## config.mk

```make
export PLATFORM = sky130hd
export DESIGN_NAME = frame_sync_detector
export DESIGN_NICKNAME = d
export VERILOG_FILES = /design/src/rtl/fsd_pkg.sv /design/src/rtl/fsd_window.sv /design/src/rtl/fsd_slot_ctr.sv /design/src/rtl/fsd_ctrl.sv /design/src/rtl/frame_sync_detector.sv
export SDC_FILE = /design/constraint.sdc
export NUM_CORES = 1
export LEC_CHECK = 0
export BUFFER_PORTS_ARGS = -buffer_cell sky130_fd_sc_hd__buf_2
export CORE_MARGIN = 3
export CORE_UTILIZATION = 25
export CTS_CLUSTER_DIAMETER = 200
export DETAILED_ROUTE_END_ITERATION = 7
export SLEW_MARGIN = 0
export SYNTH_ARGS = -nofsm -noshare
export SYNTH_HDL_FRONTEND = slang
export SYNTH_SLANG_ARGS = --single-unit
```

## constraint.sdc

```tcl
create_clock -name clk -period 5.55 [get_ports clk]
set_input_delay 0 -clock clk [delete_from_list [all_inputs] [get_ports clk]]
set_output_delay 0 -clock clk [all_outputs]
set_load 0.02 [all_outputs]
```

## src/rtl/fsd_pkg.sv

```systemverilog
package fsd_pkg;

  typedef enum logic [1:0] {
    ST_HUNT    = 2'd0,
    ST_CONFIRM = 2'd1,
    ST_HELD    = 2'd2
  } fsd_state_e;

  // True when incrementing cnt would reach lim.
  function automatic logic f_hits_limit(input int unsigned cnt, input int unsigned lim);
    return (cnt + 1) == lim;
  endfunction

  // True on the bit that closes the expected sync window.
  function automatic logic f_slot_due(input int unsigned pos, input int unsigned len);
    return pos == (len - 1);
  endfunction

endpackage

```

## src/rtl/fsd_window.sv

```systemverilog
module fsd_window #(
  parameter int unsigned       SYNC_W    = 16,
  parameter logic [SYNC_W-1:0] SYNC_WORD = 16'hE71A
) (
  input  logic clk,
  input  logic rst_n,
  input  logic bit_in,
  output logic word_hit
);

  logic [SYNC_W-1:0] hist_q;
  logic [SYNC_W-1:0] window;

  // The newest bit forms the LSB, so the word arrives MSB first.
  assign window   = {hist_q[SYNC_W-2:0], bit_in};
  assign word_hit = (window == SYNC_WORD);

  always_ff @(posedge clk or negedge rst_n) begin
    if (!rst_n) hist_q <= '0;
    else        hist_q <= window;
  end

endmodule

```

## src/rtl/fsd_slot_ctr.sv

```systemverilog
module fsd_slot_ctr import fsd_pkg::*; #(
  parameter int unsigned FRAME_LEN = 2048,
  localparam int unsigned POS_W    = $clog2(FRAME_LEN)
) (
  input  logic clk,
  input  logic rst_n,
  input  logic restart,
  output logic at_slot
);

  logic [POS_W-1:0] pos_q;

  assign at_slot = f_slot_due(32'(pos_q), FRAME_LEN);

  always_ff @(posedge clk or negedge rst_n) begin
    if (!rst_n)                 pos_q <= '0;
    else if (restart | at_slot) pos_q <= '0;
    else                        pos_q <= pos_q + 1'b1;
  end

endmodule

```

## src/rtl/fsd_ctrl.sv

```systemverilog
module fsd_ctrl import fsd_pkg::*; #(
  parameter int unsigned  ACQ_HITS    = 3,
  parameter int unsigned  LOSS_MISSES = 8,
  localparam int unsigned HIT_W       = $clog2(ACQ_HITS + 1),
  localparam int unsigned MISS_W      = $clog2(LOSS_MISSES + 1)
) (
  input  logic              clk,
  input  logic              rst_n,
  input  logic              word_hit,
  input  logic              at_slot,
  output logic              restart,
  output logic              lock_take,
  output fsd_state_e        state,
  output logic [HIT_W-1:0]  hits,
  output logic [MISS_W-1:0] misses
);

  fsd_state_e        st_q, st_d;
  logic [HIT_W-1:0]  hits_q, hits_d;
  logic [MISS_W-1:0] miss_q, miss_d;

  always_comb begin
    st_d      = st_q;
    hits_d    = hits_q;
    miss_d    = miss_q;
    restart   = 1'b0;
    lock_take = 1'b0;
    unique case (st_q)
      ST_HUNT: begin
        if (word_hit) begin
          restart = 1'b1;
          miss_d  = '0;
          if (f_hits_limit(0, ACQ_HITS)) begin
            st_d      = ST_HELD;
            hits_d    = '0;
            lock_take = 1'b1;
          end else begin
            st_d   = ST_CONFIRM;
            hits_d = HIT_W'(1);
          end
        end
      end
      ST_CONFIRM: begin
        if (at_slot) begin
          if (word_hit) begin
            if (f_hits_limit(32'(hits_q), ACQ_HITS)) begin
              st_d      = ST_HELD;
              hits_d    = '0;
              lock_take = 1'b1;
            end else begin
              hits_d = hits_q + 1'b1;
            end
          end else begin
            st_d   = ST_HUNT;
            hits_d = '0;
          end
        end
      end
      ST_HELD: begin
        if (at_slot) begin
          if (word_hit) begin
            miss_d = '0;
          end else if (f_hits_limit(32'(miss_q), LOSS_MISSES)) begin
            st_d   = ST_HUNT;
            miss_d = '0;
          end else begin
            miss_d = miss_q + 1'b1;
          end
        end
      end
      default: begin
        st_d   = ST_HUNT;
        hits_d = '0;
        miss_d = '0;
      end
    endcase
  end

  always_ff @(posedge clk or negedge rst_n) begin
    if (!rst_n) begin
      st_q   <= ST_HUNT;
      hits_q <= '0;
      miss_q <= '0;
    end else begin
      st_q   <= st_d;
      hits_q <= hits_d;
      miss_q <= miss_d;
    end
  end

  assign state  = st_q;
  assign hits   = hits_q;
  assign misses = miss_q;

endmodule

```

## src/rtl/frame_sync_detector.sv

```systemverilog
module frame_sync_detector import fsd_pkg::*; #(
  parameter int unsigned       SYNC_W      = 16,
  parameter logic [SYNC_W-1:0] SYNC_WORD   = 16'hE71A,
  parameter int unsigned       FRAME_LEN   = 2048,
  parameter int unsigned       ACQ_HITS    = 3,
  parameter int unsigned       LOSS_MISSES = 8
) (
  input  logic clk,
  input  logic rst_n,
  input  logic bit_in,
  output logic frame_pulse,
  output logic lock_n
);

  localparam int unsigned HIT_W  = $clog2(ACQ_HITS + 1);
  localparam int unsigned MISS_W = $clog2(LOSS_MISSES + 1);

  // Internal events, named so the bound checker can see them.
  logic              word_hit;
  logic              at_slot;
  logic              restart;
  logic              lock_take;
  logic              slot_live;
  fsd_state_e        state;
  logic [HIT_W-1:0]  hits;
  logic [MISS_W-1:0] misses;
  logic              frame_q;

  fsd_window #(
    .SYNC_W    (SYNC_W),
    .SYNC_WORD (SYNC_WORD)
  ) u_window (
    .clk      (clk),
    .rst_n    (rst_n),
    .bit_in   (bit_in),
    .word_hit (word_hit)
  );

  fsd_slot_ctr #(
    .FRAME_LEN (FRAME_LEN)
  ) u_slot (
    .clk     (clk),
    .rst_n   (rst_n),
    .restart (restart),
    .at_slot (at_slot)
  );

  fsd_ctrl #(
    .ACQ_HITS    (ACQ_HITS),
    .LOSS_MISSES (LOSS_MISSES)
  ) u_ctrl (
    .clk       (clk),
    .rst_n     (rst_n),
    .word_hit  (word_hit),
    .at_slot   (at_slot),
    .restart   (restart),
    .lock_take (lock_take),
    .state     (state),
    .hits      (hits),
    .misses    (misses)
  );

  assign slot_live = at_slot && (state != ST_HUNT);

  always_ff @(posedge clk or negedge rst_n) begin
    if (!rst_n) frame_q <= 1'b0;
    else        frame_q <= lock_take || (at_slot && (state == ST_HELD));
  end

  assign frame_pulse = frame_q;
  assign lock_n      = (state != ST_HELD);

endmodule

```

Word level (Yosys, flattened, before mapping). Index checks and enable logic that the tools add are counted.

Word-level logic and storage cells: 57. Flip-flop bits (word level): 35. Input bits: 3.

Equal/unequal tests: 13. Multiplexer cells: 24. Reductions and logical operators: 6. Add/subtract/negate cells: 5. Bitwise operators: 3.

Operators by type and width (count): $eq A32 B2 Y1 const B (1); $eq A32 B4 Y1 const B (1); $mux W2 (10); $eq A16 B16 Y1 const B (1); $mux W4 (4); $pmux W2 S3 (2); $pmux W4 S3 (1); $add A11 B1 Y11 const B (1); $eq A11 B11 Y1 const B (1); $mux W11 (1); $ne A2 B2 Y1 const B (4); $mux W1 (6); $reduce_and A3 Y1 (2); $reduce_and A6 Y1 (1); $add A4 B1 Y5 const B (1); $add A4 B1 Y4 const B (1); $ne A2 B1 Y1 const B (2); $add A2 B1 Y3 const B (1); $ne A3 B3 Y1 const B (1); $add A2 B1 Y2 const B (1); $eq A2 B1 Y1 const B (1); $eq A2 B2 Y1 const B (1); $logic_not A2 Y1 (1); $not A1 Y1 (2); 3 further kinds (3).

Logic depth before layout (Yosys ltp). Gate-level depths: netlist (run 1).

Word-level depth: 7. Depth in mapped cells: 7. Gate-level depth less buffers: 6.

Hierarchy. A second synthesis (run 1) with hierarchy kept.

Cells, all modules: 136. Area total of the unflattened synthesis: 1529.0 um^2.

By module, submodules not included: fsd_slot_ctr (cells each 53, times used 1, area an instance 556.8 um^2); fsd_ctrl (cells each 59, times used 1, area an instance 488.0 um^2); fsd_window (cells each 20, times used 1, area an instance 430.4 um^2); frame_sync_detector (cells each 4, times used 1, area an instance 53.8 um^2).

Worst setup path after synthesis (run 1). OpenSTA, ideal clock, no wires.

Path kind: register -> register. Start: reg u_slot.pos_q[0]. End: reg u_ctrl.miss_q[2], in the netlist u_ctrl.misses[2]. Stages on the path, launching flop included: 7. Path slack: 3.706 ns. Period minus slack after synthesis: 1.844 ns. Arrival time: 1.708 ns. Buffers on the path: 0. Library setup time: 0.136 ns. Cells stage by stage: dfrtp_1 -> ha_1 -> nand3_4 -> or4_4 -> and3_2 -> a211oi_1 -> o22ai_1.

Word-level cells in the longest chain between the ends: 3.

Ends and longest elaborated chain: start: declaration (RTL line fsd_slot_ctr.sv:11) `logic [POS_W-1:0] pos_q;`; start signal: assignment (RTL line fsd_slot_ctr.sv:18) `else pos_q <= pos_q + 1'b1;`; $eq A11 B11 Y1 (RTL line fsd_pkg.sv:16) `return pos == (len - 1);`; $ne A2 B2 Y1 (no line); $reduce_and A3 Y1 (no line); end signal: assignment (RTL line fsd_ctrl.sv:87) `miss_q <= miss_d;`; end: declaration (RTL line fsd_ctrl.sv:20) `logic [MISS_W-1:0] miss_q, miss_d;`.

Every way passes these cells. A chain may end at the register's enable or synchronous reset.

Worst setup path after layout (run 1).
Start: in bit_in. End: reg u_slot.pos_q[7].

Word-level cells in the longest chain between the ends: 5.

Ends and longest elaborated chain: start: declaration (RTL line frame_sync_detector.sv:10) `input logic bit_in,`; $eq A16 B16 Y1 (RTL line fsd_window.sv:16) `assign word_hit = (window == SYNC_WORD);`; $mux W1 (RTL line fsd_ctrl.sv:30) `if (word_hit) begin`; $mux W1 (RTL line fsd_ctrl.sv:28) `unique case (st_q)`; $or A1 B1 Y1 (RTL line fsd_slot_ctr.sv:17) `else if (restart | at_slot) pos_q <= '0;`; $mux W11 (RTL line fsd_slot_ctr.sv:17).

Every way passes these cells.

==> metrics.txt, run 1 <==
Mapped Nets=135; Fmax achieved=431.8 MHz; Final Max Tran Viols=0; Pwr Density=276.4 nW/um2; Synth Area in Simple Gates=21.54%; Total Wirelength=2458 um; pin count of the biggest net entering global routing=36; Post-synth EDFFs=0; dpl hpwl=1615 um; final setup fails=0; largest family of logic cells by synthesized area=simple AND/OR/NAND/NOR gates; Fill cells=598; Synth cell types=39; first-pass GRT wire length=4402 um; footprint of the multi-input gates=554.3 um2; outcome=finished, final reports clean; post-route antenna net violation count=0; Die ar.=6858 um2; skew final=0.003930 ns; unrepaired setup endpoints after global routing=false; Clock Sinks=35; ANT cells=0; worst slew pin tran=0.9146 ns; Synth Area per Inst=11.35 um2; Placed Cells=202; yosys warns=0; Startpoint Class=input pin; clk_lat worst skew=0.28 ns; Synth Area in Compound Gates=8.312%; Crit Path Max Fanout=12; final worst setup slack=3.234 ns; initial core utilization=26.31%; Slew HR=38.50%; most frequently used flop master after synthesis=dfrtp_1; DRC=0; GRT overflow=0; Crit. End Element=flip-flop; register area=875.8 um2; Final period util=41.72%; Max Root-Sink Buffers=2; Post-Synth XOR/XNOR Area=5.344%; CTS H-tree depth=2; Leak=0.7050 nW; synthesis-to-finish area growth=14.08%; core area=5608 um2; final cell count without fillers=212; Root Buffer Master=clkbuf_8; Core Rows=27; mux contribution to synthesized area=0.6785%; share of cells above drive strength 1=14.29%; CTS buffer count=5; Tmin final=2.316 ns; routed via count=933; total track usage=7.924%; DIE HEIGHT=82.82 um; CP Class=input pin to flip-flop; CTS tree=built; Place WS=3.209 ns; Min-Delay Path Class=input pin to async pin; die width=82.82 um; DRT iter0 DRCs=44; register area share after synthesis=59.37%; initial antenna violation count=0; Final Hold Viols=0; Critical Path, Cell by Cell=dlygate4sd3_1, buf_2, nor4b_1, nand4_1, o31ai_1, nor2_1; worst path bufs/invs=2; WP data required=5.68 ns; crit-path max cell delay=0.90 ns; synthesized flop and latch total=35; WL/cell=11.59 um; Post-Synth Adder-Cell Area=1.696%; setup_tns=0 ns; DR pass1 iterations=4; placer congestion estimate=0.7258; vias in the first global route=965; Peak VDD IR=0.0001647 V; hold slack=0.3282 ns; Worst path slowest cell=o31ai_1; final net count=144; Syn Std Cell Area=1475 um2; Via density=4.401; worst path arrival time=2.44 ns; Max Cap Violations=0; Total Power=0.0004652 W; Syn Inst Count=130; Clock transition at path regs=0.07 ns; Async S/R FF share, synth=100.0%; CP top delay family=compound AO/OA/AOI/OAI gates; PortBufs=4; Ports=5
-- final timing paths --
kind	start	end	slack, ns	depth (start not counted)
min in group clk	u_window.hist_q[12]	u_window.hist_q[13]	0.38	0
worst min-delay path	rst_n	u_slot.pos_q[5]	0.33	2
worst max register to register	u_window.hist_q[4]	u_slot.pos_q[7]	3.24	4
worst max-delay path	bit_in	u_slot.pos_q[7]	3.23	6
worst min register to register	u_window.hist_q[12]	u_window.hist_q[13]	0.38	0
max in group asynchronous	rst_n	u_ctrl.misses[3]	4.74	2
-- registers in the layout, indices dropped and copies added (netlist names) --
signal	cells
frame_pulse	1
u_ctrl.hits	2
u_ctrl.misses	4
u_ctrl.state	2
u_window.hist_q	15
u_slot.pos_q	11
-- layout by cell type (no fill, tap or decap), types with 2 or more instances in the layout --
| cell | Yosys | final |
|---|---|---|
| ha_1 | 2 | 2 |
| xor2_1 | 2 | 2 |
| dlygate4sd3_1 | 0 | 2 |
| and3_2 | 2 | 2 |
| nand2_1 | 9 | 9 |
| clkbuf_8 | 0 | 7 |
| nor3_1 | 2 | 2 |
| nor4_1 | 2 | 2 |
| dfrtp_1 | 35 | 35 |
| nand3_1 | 3 | 3 |
| nor2_1 | 18 | 18 |
| nand2b_1 | 2 | 2 |
| o22ai_1 | 5 | 5 |
| nand4_1 | 2 | 2 |
| xnor2_1 | 7 | 7 |
| inv_1 | 6 | 6 |
| o21ai_0 | 2 | 2 |
| a21oi_1 | 5 | 5 |
| and4b_1 | 2 | 2 |
| buf_2 | 0 | 4 |
-- routing by layer --
layer	wire length, um	GRT usage [%]	vias to the layer above	share of wire [%]
met2	1014	10.57	9	41
met5	0	0	-	0
met3	83	2.778	8	3.4
met4	53	4.012	0	2.2
li1	-	-	476	-
met1	1306	11.20	440	53
-- stage by stage --
stage / cell area (um2) / util (%)
floorplan: 1475 / -
global placement: 1563 / 27.87
detailed placement: 1563 / 27.87
CTS: 1683 / 30.01
global route: 1683 / 30.01
finish: 1683 / 30.01
-- synthesized netlist by cell type, types with 2 or more instances --
cell type,instances,share of area (%)
nand2b_1,2,0.85
o21ai_0,2,0.68
inv_1,6,1.5
xnor2_1,7,4.2
o22ai_1,5,2.1
and3_2,2,1.0
nand4_1,2,0.85
nor2_1,18,4.6
a21oi_1,5,1.7
nand3_1,3,1.0
ha_1,2,1.7
nor4_1,2,0.85
nand2_1,9,2.3
nor3_1,2,0.68
xor2_1,2,1.2
dfrtp_1,35,59
and4b_1,2,1.4
clkbuf_1,3,0.76
-- worst register-to-register path, cell delays in order (launching register included) --
cell	delay (ns)
dfrtp_1	0.38
nor4bb_1	0.30
nand4_1	0.45
o31ai_1	0.91
nor2_1	0.12
-- final cells by class --
cell class	count	share of cell area, %
well taps	72	5.353
inverters	6	1.338
flip-flops and latches	35	52.04
repair buffers	6	2.379
clock buffers	8	5.948
multi-input cells	85	32.94
-- power breakdown --
group | internal, W | total (W) | switching, W
sequential | 0.000261 | 0.000263 | 0.00000275
clock | 0.000113 | 0.000194 | 0.0000813
combinational | 0.00000222 | 0.00000740 | 0.00000518
-- cell families after synthesis --
kind of cell	Yosys count
AOI/OAI and AO/OA	19
xor gates and xnor gates	9
adders and majority gates	2
buffers and inverters	10
DFF	35
muxes	1
and+or+nand+nor	54
-- repair_timing --
item,4_1_cts,5_1_grt
hold buffers,2,0
endpoints found under the hold margin,36,0
buffers inserted,0,0
gates resized for setup,0,0
No activity file was read; power rests on OpenSTA's default activity.
==> run 2, diff against run 1 <==
==> constraint.sdc (replaced) <==
create_clock -name clk -period 2.3 [get_ports clk]
set_input_delay 0 -clock clk [delete_from_list [all_inputs] [get_ports clk]]
set_output_delay 0 -clock clk [all_outputs]
set_load 0.02 [all_outputs]
==> run 2 against run 1 <==
Effect of this change:
- final cell count increased by 0.47%
- clock skew increased by 0.00059 ns
- register-to-register slack got worse by 3.0 ns
- flip-flop and latch count unchanged
- via count increased by 0.32%
- largest power group unchanged
==> metrics.txt, run 2 (same netlist as run 1, synthesis figures left out) <==
outcome=finished, final reports clean; Highest Signal Layer=met3; setup_tns=0 ns (unchanged); worst path arrival time=2.22 ns (-0.22 ns); DIE HEIGHT=82.82 um (unchanged); initial antenna violation count=0 (unchanged); synthesis-to-finish area growth=15.69%; dpl hpwl=1584 um (-1.9%); Leak=0.7163 nW (+1.6%); DRT met1 WL=1305 um (about the same); Max Root-Sink Buffers=2 (unchanged); placer congestion estimate=0.7157 (-1.4%); Largest Register=u_window.hist_q; vias in the first global route=894 (-7.4%); CTS tree=built; routed via count=936 (+0.32%); worst r2r path cells=6 (+2); Peak VDD IR=0.0003057 V (+86%); Final period util=89.36%; Ports=5 (unchanged); Reg2Reg Launch Point=u_slot.pos_q[0]; CP Class=flip-flop to flip-flop; share of cells above drive strength 1=15.60% (+1.3 points); Core Rows=27 (unchanged); PortBufs=4 (unchanged); commonest non-fill, non-tap cell in the layout=dfrtp_1; GRT overflow=0 (unchanged); Startpoint Class=flip-flop; DR pass1 iterations=5 (+1); Setup Buffers After CTS=0 (unchanged); die width=82.82 um (unchanged); core area=5608 um2 (unchanged); final setup fails=0 (unchanged); Total Wirelength=2437 um (-0.85%); Via density=4.394 (-0.15%); Final Max Tran Viols=0 (unchanged); Max Cap Violations=0 (unchanged); Slew HR=40.45% (+1.9 points); first-pass GRT wire length=4291 um (-2.5%); clk_lat worst skew=0.29 ns (about the same); Clock Sinks=35 (unchanged); CTS buffer count=5 (unchanged); worst slew pin tran=0.8856 ns (-0.02900 ns); hold slack=0.3144 ns (-0.01382 ns); pin count of the biggest net entering global routing=36 (unchanged); max FFs per register=15 (unchanged); initial core utilization=26.31% (unchanged); post-route antenna net violation count=0 (unchanged); final net count=145 (+0.69%); unrepaired setup endpoints after global routing=false; WP data required=2.46 ns (-3.22 ns); Tmin final=2.055 ns; Pwr Density=716.4 nW/um2 (+160%); Root Buffer Master=clkbuf_8; CTS H-tree depth=2 (unchanged); total track usage=7.889% (-0.035 points); Min-Delay Path Class=input pin to async pin; worst r2r dst=u_ctrl.misses[2]; WL/cell=11.44 um (-1.3%); skew final=0.004520 ns (+0.0005892 ns); most frequent cells in the layout=dfrtp_1 (35), nor2_1 (18), nand2_1 (9); R2R Setup Slk=0.24 ns (-3.00 ns); Crit Path Max Fanout=15 (+3); Crit. End Element=flip-flop; routed wl met2=1022 um (+0.79%); DRC=0 (unchanged); Fill cells=605 (+1.2%); met3 routed WL=109 um (+31%); Fmax achieved=486.6 MHz; Die ar.=6858 um2 (unchanged); Final Hold Viols=0 (unchanged); ANT cells=0 (unchanged); DRT iter0 DRCs=65 (+48%); Clock transition at path regs=0.08 ns (about the same)
[run 2: changes by cell type in the layout (fill, tap and decap cells not counted), sizes merged]
cell    before  now
bufinv       0    1
clkbuf       8    5
buf          4    5
clkinv       0    1
inv          6    7
[run 2: final cells by class]
cell class                      count  area (um2)  area share (%)
Sequential cell                    35       875.8           51.32
Multi-Input combinational cell     85       554.3           32.48
Tap cell                           72       90.09           5.279
Clock buffer                        5       68.82           4.032
Clock inverter                      3       47.55           2.786
Timing Repair Buffer                7       47.55           2.786
Inverter                            6       22.52           1.320
[run 2: worst max path at each step]
stage,start,end,slack (ns)
6_report,u_slot.pos_q[0],u_ctrl.misses[2],0.24
5_1_grt,u_window.hist_q[6],u_slot.pos_q[4],0.07
4_1_cts,u_slot.pos_q[0],u_ctrl.misses[2],0.23
3_5_place_dp,u_slot.pos_q[0],u_ctrl.misses[2],0.24
3_3_place_gp,u_slot.pos_q[0],u_ctrl.misses[2],0.23
2_1_floorplan,u_slot.pos_q[0],u_ctrl.misses[2],0.46
[run 2: routing by layer]
metal,vias to the layer above,GRT usage (%)
met5,-,0
met4,0,3.120
met3,0,3.968
met2,13,9.985
met1,442,11.23
li1,481,-
[run 2: through the flow]
stage / total power [W] / utilization, % / area, um2 / cells / setup slack, ns
after global routing: 0.001277 / 30.43 / 1707 / 213 / 0.07478
after global placement: 0.0006638 / 28.00 / 1570 / 203 / 0.2292
final: 0.001223 / 30.43 / 1707 / 213 / 0.2448
after floorplan: 0.0006468 / - / 1475 / 130 / 0.4555
after detailed placement: 0.0006635 / 28.00 / 1570 / 203 / 0.2363
after CTS: 0.001241 / 30.43 / 1707 / 213 / 0.2273
[run 2: power breakdown]
group | internal, W | leakage (nW) | switching, W
combinational | 0.00000536 | 0.254 | 0.0000127
clock | 0.000328 | 0.0587 | 0.000242
sequential | 0.000628 | 0.403 | 0.00000618
[run 2: worst max-delay path, stage by stage, from the launching register on]
cell	delay, ns
dfrtp_1	0.40
ha_1	0.25
nand3_4	0.11
or4_4	0.60
and3_2	0.25
a211oi_1	0.21
o22ai_1	0.11
[run 2: repair_timing]
item,4_1_cts,5_1_grt
resized for setup,0,0
hold buffers,2,0
endpoints found under the hold margin,36,0
==> run 3, diff against run 2 <==
--- a/config.mk
+++ b/config.mk
@@ -6,10 +6,13 @@
 export NUM_CORES = 1
 export LEC_CHECK = 0
 export BUFFER_PORTS_ARGS = -buffer_cell sky130_fd_sc_hd__buf_2
+export CELL_PAD_IN_SITES_DETAIL_PLACEMENT = 1
+export CELL_PAD_IN_SITES_GLOBAL_PLACEMENT = 1
 export CORE_MARGIN = 3
 export CORE_UTILIZATION = 25
 export CTS_CLUSTER_DIAMETER = 200
 export DETAILED_ROUTE_END_ITERATION = 7
+export PLACE_DENSITY_LB_ADDON = 0.1
 export SLEW_MARGIN = 0
 export SYNTH_ARGS = -nofsm -noshare
 export SYNTH_HDL_FRONTEND = slang
==> run 3 against run 2 <==
Effect of this change:
- flip-flop and latch count unchanged
- wire length increased by 26%
- non-clock buffer count increased by 1
- highest routed layer is now met4
- critical path type unchanged
==> metrics.txt, run 3 (same netlist as run 1, synthesis figures left out) <==
post-route antenna net violation count=0 (unchanged); ANT cells=0 (unchanged); initial core utilization=26.31% (unchanged); Pwr Density=668.4 nW/um2 (-6.7%); Placed Area=1578 um2 (+0.48%); Startpoint Class=flip-flop; synthesis-to-finish area growth=15.01%; pin count of the biggest net entering global routing=36 (unchanged); Reg2Reg Launch Point=u_slot.pos_q[0]; Final Cell Area=1697 um2 (-0.59%); share of cells above drive strength 1=16.20% (+0.59 points); Clock Sinks=35 (unchanged); vias in the first global route=1133 (+27%); CTS buffer count=5 (unchanged); max FFs per register=15 (unchanged); PortBufs=4 (unchanged); met3 usage=3.274% (-0.69 points); Placed Cells=204 (+0.49%); final design utilization=30.25% (-0.18 points); dpl hpwl=2069 um (+31%); Core Rows=27 (unchanged); Crit Path Max Fanout=15 (unchanged); met1 Usage GRT=12.90% (+1.7 points); global route hottest layer=met2; die width=82.82 um (unchanged); Crit. End Element=flip-flop; CP Class=flip-flop to flip-flop; Final period util=90.71% (+1.4 points); footprint of the multi-input gates=554.3 um2 (unchanged); DRT iter0 DRCs=23 (-65%); Via density=4.715 (+7.3%); placer congestion estimate=0.7230 (+1.0%); Final Hold Viols=0 (unchanged); most frequent cells in the layout=dfrtp_1 (35), nor2_1 (18), nand2_1 (9); final worst setup slack=0.2136 ns (-0.03117 ns); Fill cells=656 (+8.4%); unrepaired setup endpoints after global routing=false; DIE HEIGHT=82.82 um (unchanged); CTS tree=built; Final Max Tran Viols=0 (unchanged); skew final=0.007228 ns (+0.002708 ns); Peak VDD IR=0.0002841 V (-7.1%); Clock transition at path regs=0.07 ns (about the same); final net count=146 (+0.69%); WP data required=2.46 ns (about the same); Leak=0.7092 nW (-1.0%); setup_tns=0 ns (unchanged); initial antenna violation count=0 (unchanged); WL/cell=14.37 um (+26%); R2R Setup Slk=0.21 ns (-0.03 ns); final setup fails=0 (unchanged); worst r2r path cells=6 (unchanged); worst slew pin tran=0.9926 ns (+0.1070 ns); final cell count without fillers=214 (+0.47%); worst path arrival time=2.24 ns (+0.02 ns); core area=5608 um2 (unchanged); clk_lat worst skew=0.29 ns (about the same); worst r2r dst=u_ctrl.misses[2]; GRT overflow=0 (unchanged); Largest Register=u_window.hist_q; Slew HR=33.26% (-7.2 points); DRC=0 (unchanged); DR pass1 iterations=3 (-2); commonest non-fill, non-tap cell in the layout=dfrtp_1; total track usage=10.38% (+2.5 points); Ports=5 (unchanged); Max Cap Violations=0 (unchanged); Die ar.=6858 um2 (unchanged); Fmax achieved=479.3 MHz (-1.5%); Min-Delay Path Class=input pin to async pin; routed via count=1009 (+7.8%); first-pass GRT wire length=5685 um (+32%); outcome=finished, final reports clean; CTS resizes=0 (unchanged); register area=875.8 um2 (unchanged); grt met2 use=16.33% (+6.3 points); CTS H-tree depth=2 (unchanged); Max Root-Sink Buffers=2 (unchanged); Total Wirelength=3075 um (+26%); Tmin final=2.086 ns (+0.03117 ns); Place WS=0.2018 ns (-0.03447 ns); Root Buffer Master=clkbuf_8
==> run 3: cell count changes in the layout (fill, tap and decap cells not counted), sizes merged <==
cell      change
buf           +1
bufinv        -1
clkbuf        +1
clkinvlp      +1
inv           -1
==> run 3: power by group <==
group,switching [W],internal (W)
clock network,0.000236,0.000244
registers,0.00000650,0.000628
logic,0.0000134,0.00000538
==> run 3: worst max-delay path by stage <==
stage / startpoint / endpoint / slack (ns) / depth (start not counted)
global placement: u_slot.pos_q[0] / u_ctrl.misses[2] / 0.23 / 6
global route: u_window.hist_q[1] / u_slot.pos_q[4] / 0.002 / 4
finish: u_slot.pos_q[0] / u_ctrl.misses[2] / 0.21 / 6
detailed placement: u_slot.pos_q[0] / u_ctrl.misses[2] / 0.20 / 6
floorplan: u_slot.pos_q[0] / u_ctrl.misses[2] / 0.46 / 6
CTS: u_slot.pos_q[0] / u_ctrl.misses[2] / 0.19 / 6
==> run 3: timing repair <==
item                                   CTS  global route
hold buffers                             2             0
endpoints found under the hold margin   36             0
buffers inserted                         0             0
==> run 3: cell type report <==
type                            instances  area share (%)
Sequential cell                        35           51.62
Timing Repair Buffer                    8           3.245
Clock inverter                          2          0.9587
Multi-Input combinational cell         85           32.67
Tap cell                               72           5.310
Inverter                                6           1.327
Clock buffer                            6           4.867
==> run 3: worst max-delay path, stage by stage (launching register included) <==
cell      delay (ns)
dfrtp_1         0.39
ha_1            0.24
nand3_4         0.11
or4_4           0.61
and3_2          0.26
a211oi_1        0.22
o22ai_1         0.11
==> run 3: per-stage QoR <==
stage	hold WS, ns	total power (W)
after global placement	0.1326	0.0006639
after global routing	0.3741	0.001197
after detailed placement	0.1367	0.0006646
after CTS	0.3678	0.001156
final	0.3386	0.001134
after floorplan	-0.2956	0.0006468
==> run 3: routing by layer <==
| layer | vias up | wire (um) |
|---|---|---|
| met2 | 9 | 1500 |
| met5 | - | 0 |
| met1 | 519 | 1428 |
| met4 | 0 | 67 |
| met3 | 6 | 79 |
| li1 | 475 | - |
